`config.mk`:
```
export PLATFORM = sky130hd
export DESIGN_NAME = jabber_hb_ctrl
export DESIGN_NICKNAME = d
export VERILOG_FILES = /design/src/rtl/jhb_pkg.sv /design/src/rtl/jhb_timer.sv /design/src/rtl/jhb_datapath.sv /design/src/rtl/jhb_control.sv /design/src/rtl/jabber_hb_ctrl.sv
export SDC_FILE = /design/constraint.sdc
export NUM_CORES = 1
export LEC_CHECK = 0
export ABC_AREA = 0
export BUFFER_PORTS_ARGS = -buffer_cell sky130_fd_sc_hd__buf_2
export CAP_MARGIN = 10
export CORE_MARGIN = 1
export CORE_UTILIZATION = 40
export DETAILED_ROUTE_END_ITERATION = 10
export GPL_TIMING_DRIVEN = 0
export PLACE_DENSITY = 0.65
export REMOVE_ABC_BUFFERS = 1
export SLEW_MARGIN = 15
export SYNTH_ARGS = -nofsm -noshare
export SYNTH_HDL_FRONTEND = slang
export SYNTH_SLANG_ARGS = --single-unit
```
`constraint.sdc`:
```
create_clock -name clk -period 4.64 [get_ports clk]
set_input_delay 0.928 -clock clk [delete_from_list [all_inputs] [get_ports clk]]
set_output_delay 0.928 -clock clk [all_outputs]
set_load 0.1 [all_outputs]
```
`src/rtl/jhb_pkg.sv`:
```
package jhb_pkg;

  typedef enum logic [2:0] {
    ST_IDLE,
    ST_TX,
    ST_HB_WAIT,
    ST_HB_PULSE,
    ST_JAB
  } ctrl_state_t;

  // strobes from control to datapath
  typedef struct packed {
    logic jabRun;
    logic unjabRun;
    logic hbRun;
    logic hbClr;
  } ctrl_strobe_t;

  // terminal-count flags from datapath to control
  typedef struct packed {
    logic jabAtLast;
    logic unjabAtLast;
    logic hbDlyAtLast;
    logic hbLenAtLast;
  } timer_flags_t;

  function automatic int unsigned cycles_of(input longint unsigned hz,
                                            input longint unsigned amount,
                                            input longint unsigned perSec);
    longint unsigned c;
    c = (hz * amount) / perSec;
    if (c < 1) c = 1;
    return int'(c);
  endfunction

endpackage

```
`src/rtl/jhb_timer.sv`:
```
module jhb_timer #(
  parameter int unsigned LIMIT = 16,
  localparam int CW = $clog2(LIMIT + 1)
) (
  input  logic          clk,
  input  logic          rstN,
  input  logic          step,
  input  logic          clr,
  output logic [CW-1:0] count
);

  always_ff @(posedge clk) begin
    if (!rstN || clr) count <= '0;
    else if (step)    count <= count + 1'b1;
  end

endmodule

```
`src/rtl/jhb_datapath.sv`:
```
module jhb_datapath
  import jhb_pkg::*;
#(
  parameter int unsigned JAB_CYC    = 100,
  parameter int unsigned UNJAB_CYC  = 300,
  parameter int unsigned HB_DLY_CYC = 11,
  parameter int unsigned HB_LEN_CYC = 10
) (
  input  logic         clk,
  input  logic         rstN,
  input  ctrl_strobe_t strobe,
  output timer_flags_t flags
);

  localparam int unsigned HB_MAX = (HB_DLY_CYC > HB_LEN_CYC) ? HB_DLY_CYC : HB_LEN_CYC;
  localparam int JW = $clog2(JAB_CYC + 1);
  localparam int UW = $clog2(UNJAB_CYC + 1);
  localparam int HW = $clog2(HB_MAX + 1);

  localparam logic [JW-1:0] JAB_LAST   = JW'(JAB_CYC - 1);
  localparam logic [UW-1:0] UNJAB_LAST = UW'(UNJAB_CYC - 1);
  localparam logic [HW-1:0] DLY_LAST   = HW'(HB_DLY_CYC - 1);
  localparam logic [HW-1:0] LEN_LAST   = HW'(HB_LEN_CYC - 1);

  logic [JW-1:0] jabCnt;
  logic [UW-1:0] unjabCnt;
  logic [HW-1:0] hbCnt;

  jhb_timer #(.LIMIT(JAB_CYC)) jabTimer_i (
    .clk(clk), .rstN(rstN),
    .step(strobe.jabRun), .clr(!strobe.jabRun), .count(jabCnt)
  );

  jhb_timer #(.LIMIT(UNJAB_CYC)) unjabTimer_i (
    .clk(clk), .rstN(rstN),
    .step(strobe.unjabRun), .clr(!strobe.unjabRun), .count(unjabCnt)
  );

  jhb_timer #(.LIMIT(HB_MAX)) hbTimer_i (
    .clk(clk), .rstN(rstN),
    .step(strobe.hbRun), .clr(strobe.hbClr), .count(hbCnt)
  );

  always_comb begin
    flags.jabAtLast   = (jabCnt == JAB_LAST);
    flags.unjabAtLast = (unjabCnt == UNJAB_LAST);
    flags.hbDlyAtLast = (hbCnt == DLY_LAST);
    flags.hbLenAtLast = (hbCnt == LEN_LAST);
  end

endmodule

```
`src/rtl/jhb_control.sv`:
```
module jhb_control
  import jhb_pkg::*;
(
  input  logic         clk,
  input  logic         rstN,
  input  logic         txValid,
  input  logic         hbEnable,
  input  timer_flags_t flags,
  output ctrl_strobe_t strobe,
  output logic         txEnable,
  output logic         colEnable
);

  ctrl_state_t state, nextState;
  logic jabbed, jabExpire, inHb;

  assign jabbed    = (state == ST_JAB);
  assign inHb      = (state == ST_HB_WAIT) || (state == ST_HB_PULSE);
  assign jabExpire = txValid && !jabbed && flags.jabAtLast;

  always_comb begin
    nextState = state;
    unique case (state)
      ST_IDLE:     if (txValid) nextState = ST_TX;
      ST_TX:       if (!txValid) nextState = hbEnable ? ST_HB_WAIT : ST_IDLE;
      ST_HB_WAIT:  if (txValid) nextState = ST_TX;
                   else if (flags.hbDlyAtLast) nextState = ST_HB_PULSE;
      ST_HB_PULSE: if (txValid) nextState = ST_TX;
                   else if (flags.hbLenAtLast) nextState = ST_IDLE;
      ST_JAB:      if (!txValid && flags.unjabAtLast) nextState = ST_IDLE;
      default:     nextState = ST_IDLE;
    endcase
    if (jabExpire) nextState = ST_JAB;
  end

  always_comb begin
    strobe.jabRun   = txValid && !jabbed;
    strobe.unjabRun = jabbed && !txValid;
    strobe.hbClr    = (nextState != state);
    strobe.hbRun    = inHb && (nextState == state);
  end

  always_ff @(posedge clk) begin
    if (!rstN) state <= ST_IDLE;
    else       state <= nextState;
  end

  assign txEnable  = !jabbed;
  assign colEnable = jabbed || (state == ST_HB_PULSE);

endmodule

```
`src/rtl/jabber_hb_ctrl.sv`:
```
module jabber_hb_ctrl
  import jhb_pkg::*;
#(
  parameter int unsigned CLK_HZ    = 20_000_000,
  parameter int unsigned JAB_US    = 20_000,
  parameter int unsigned UNJAB_US  = 500_000,
  parameter int unsigned HB_DLY_NS = 1_100,
  parameter int unsigned HB_LEN_NS = 1_000
) (
  input  logic clk,
  input  logic rstN,
  input  logic txValid,
  input  logic hbEnable,
  output logic txEnable,
  output logic colEnable
);

  // interval conversion, each count at least one cycle
  localparam int unsigned JAB_CYC    = cycles_of(CLK_HZ, JAB_US, 1_000_000);
  localparam int unsigned UNJAB_CYC  = cycles_of(CLK_HZ, UNJAB_US, 1_000_000);
  localparam int unsigned HB_DLY_CYC = cycles_of(CLK_HZ, HB_DLY_NS, 1_000_000_000);
  localparam int unsigned HB_LEN_CYC = cycles_of(CLK_HZ, HB_LEN_NS, 1_000_000_000);

  ctrl_strobe_t strobe;
  timer_flags_t flags;

  jhb_datapath #(
    .JAB_CYC(JAB_CYC), .UNJAB_CYC(UNJAB_CYC),
    .HB_DLY_CYC(HB_DLY_CYC), .HB_LEN_CYC(HB_LEN_CYC)
  ) datapath_i (
    .clk(clk), .rstN(rstN), .strobe(strobe), .flags(flags)
  );

  jhb_control control_i (
    .clk(clk), .rstN(rstN), .txValid(txValid), .hbEnable(hbEnable),
    .flags(flags), .strobe(strobe), .txEnable(txEnable), .colEnable(colEnable)
  );

endmodule

```
==> summary.txt <==
Status = finished clean
Max Clock Freq = 369 MHz
CP Launch Type = flip-flop
Number of flops mapped to enable cells by yosys = 0
Seq pwr share = 53.4%
Core Area = 6030 um2
Clk network pwr share = 44.3%
Leak Pwr = 0.836 nW
Dominant cell by count in the synthesized netlist = dfxtp_1
Hold_ws = 462 ps
Layout area overhead = 8.39%
Clock buffer depth = 2
Setup bufs post-CTS = 0
CP required = 3710 ps
Synthesized area = 2550 um2
Comb power frac = 2.2%
Slew headroom = 35.3%
Max-slew violation count = 0
Worst path bufs/invs = 2
Crit path kind = reg2out
Final period utilization = 58.4%
Worst path slowest cell = dfxtp_1
P_sw = 0.166 mW
FILL cells = 599
Num ports = 6
Number of distinct library cells after synthesis = 50
Synth warn = 0
Row count = 28
Final Power = 0.827 mW
Initial core utilization = 42.3%
Ys async rst share = 0%
Top-area cell type share of the netlist area = 40.0%
Slew at the pin closest to its max-slew limit = 967 ps
Initial antenna violation count = 0
Synth Area per Inst = 8.62 um2
Pwr/cell area = 299 nW/um2
Crit end category = primary output
Most used DFF post-synth = dfxtp_1
DR vias/cell = 5.44
Post-route ant nets = 0
Post-synth top area cell = dfxtp_1
H-Tree Depth = 2
Final Wtd Congestion = 0.771
CTS root buffer = clkbuf_8
Worst VDD drop = 0.000195 V
Global route total overflow = 0
Clock sink total = 51
# diodes = 0
Final WS setup = 1930 ps
Drt pass-1 iters = 4
CP top delay family = buffers and inverters
Syn Inst Count = 296
Port bufs = 5
CP cell instances = nor3b_4, inv_4, o21ai_0, buf_2
Vias in the first global route = 1962
Post-CTS Hold Buffers = 0
Worst Hold Class = reg2reg
Setup Viol. Count Final = 0
Wire per inst = 12.7 um
Endpoints failing hold = 0
Int Power = 0.660 mW
Largest stage delay, worst path = 500 ps
Initial DRC Count = 109
Share of cells above drive strength 1 = 7.64%
Crit path DAT = 1780 ps
Die Y = 81.9 um
Final Skew = 16.5 ps
Total number of vias = 2044
TritonCTS buffer count = 5
Post-DP HPWL = 3240 um
Setup TNS = 0 ps
Nets = 308
Sequential fraction of the synthesis area = 40.0%
Die extent in x = 81.9 um
Final wirelength = 4790 um
Min cycle time layout = 2710 ps
Overall routing resource usage = 16.2%
RSZ-0062 raised after global routing = false
Clock slew at reported path FFs = 90 ps
FF-to-FF setup slack = 2430 ps
# DRC = 0
Area contributors post-synth = dfxtp_1, xnor2_1, nor2_1
Die area = 6700 um2
Max-cap viol count = 0
Pin count of the biggest net entering global routing = 26
First-pass GRT wire length = 8450 um
Worst-path fanout max = 10
CTS tree = done
Place WS = 2130 ps
Worst-Skew Late Latency = 310 ps
Post-CTS sizing = 0
Count of state elements after synthesis = 51
Switching Share = 20.1%
Synth top cells by count = dfxtp_1, nor2_1, xnor2_1, nand3_1, nand2_1
cell families (layout without fill, tap and decap cells):
| group | after synthesis | in the layout | share of synthesized area [%] |
|---|---|---|---|
| and+or+nand+nor | 149 | 149 | 33.6 |
| adders and majority gates | 4 | 4 | 1.96 |
| xor gates and xnor gates | 33 | 33 | 11.3 |
| muxes | 1 | 1 | 0.441 |
| buffers and inverters | 25 | 30 | 4.22 |
| DFF | 51 | 51 | 40.0 |
| AOI/OAI and AO/OA | 33 | 33 | 8.39 |
per-stage QoR:
| step | utilization (%) | std cells | area (um2) |
|---|---|---|---|
| 2_1_floorplan | - | 288 | 2510 |
| 3_3_place_gp | 43.6 | 368 | 2630 |
| 3_5_place_dp | 43.6 | 368 | 2630 |
| 4_1_cts | 45.9 | 376 | 2770 |
| 5_1_grt | 45.9 | 376 | 2770 |
| 6_report | 45.9 | 376 | 2770 |
flip-flops by register name (all words and copies together), names as in the netlist:
register / flops
control_i.state: 3
datapath_i.hbTimer_i.count: 5
datapath_i.jabTimer_i.count: 19
datapath_i.unjabTimer_i.count: 24
power by group through the flow:
stage	Combinational [mW]	Sequential [mW]	Clock (mW)
2_1_floorplan	0.0124	0.451	0
5_1_grt	0.0203	0.442	0.392
4_1_cts	0.0187	0.442	0.375
3_3_place_gp	0.0184	0.452	0
6_report	0.0186	0.442	0.366
3_5_place_dp	0.0186	0.452	0
area by class of cell:
type	count	area [um2]	area share, %
inverters	17	66.3	2.40
repair buffers	5	25.0	0.905
clock buffers	5	68.8	2.49
well taps	75	93.8	3.39
multi-input cells	220	1420	51.4
clock inverters	3	67.6	2.44
flip-flops and latches	51	1020	36.9
routing by layer:
layer,vias to the layer above,global-route usage [%],wire (um)
met5,-,0,0
met2,22,27.0,2210
met3,10,3.67,143
met1,972,19.5,2340
met4,0,7.54,88
li1,1040,-,-
cell usage in the layout (no fill, tap or decap), types with 2 or more instances in the layout:
master	instances
xor2_1	6
nand3b_1	3
clkbuf_8	5
and3_1	2
nor4b_1	2
bufinv_16	2
inv_1	16
dfxtp_1	51
nand2b_1	3
nand4_1	9
o21ai_0	10
and4_1	4
nor4_4	3
nand2_1	17
nor4_1	6
a211oi_1	3
xnor2_1	27
nand3_1	19
nor3_1	13
nor2_1	45
nor2b_1	4
ha_1	4
a21oi_1	9
or3_1	8
buf_2	5
final timing paths:
| check | cells past startpoint | startpoint | endpoint |
|---|---|---|---|
| setup / recovery | 4 | control_i.state[2]$_SDFF_PN0_ | colEnable |
| hold / removal | 1 | datapath_i.unjabTimer_i.count[0]$_SDFFE_PP0P_ | datapath_i.unjabTimer_i.count[0]$_SDFFE_PP0P_ |
| setup reg to reg | 6 | datapath_i.jabTimer_i.count[0]$_SDFFE_PP0P_ | datapath_i.hbTimer_i.count[0]$_SDFFE_PP0P_ |
| hold reg to reg | 1 | datapath_i.unjabTimer_i.count[0]$_SDFFE_PP0P_ | datapath_i.unjabTimer_i.count[0]$_SDFFE_PP0P_ |
(Power assumes the default switching activity.)
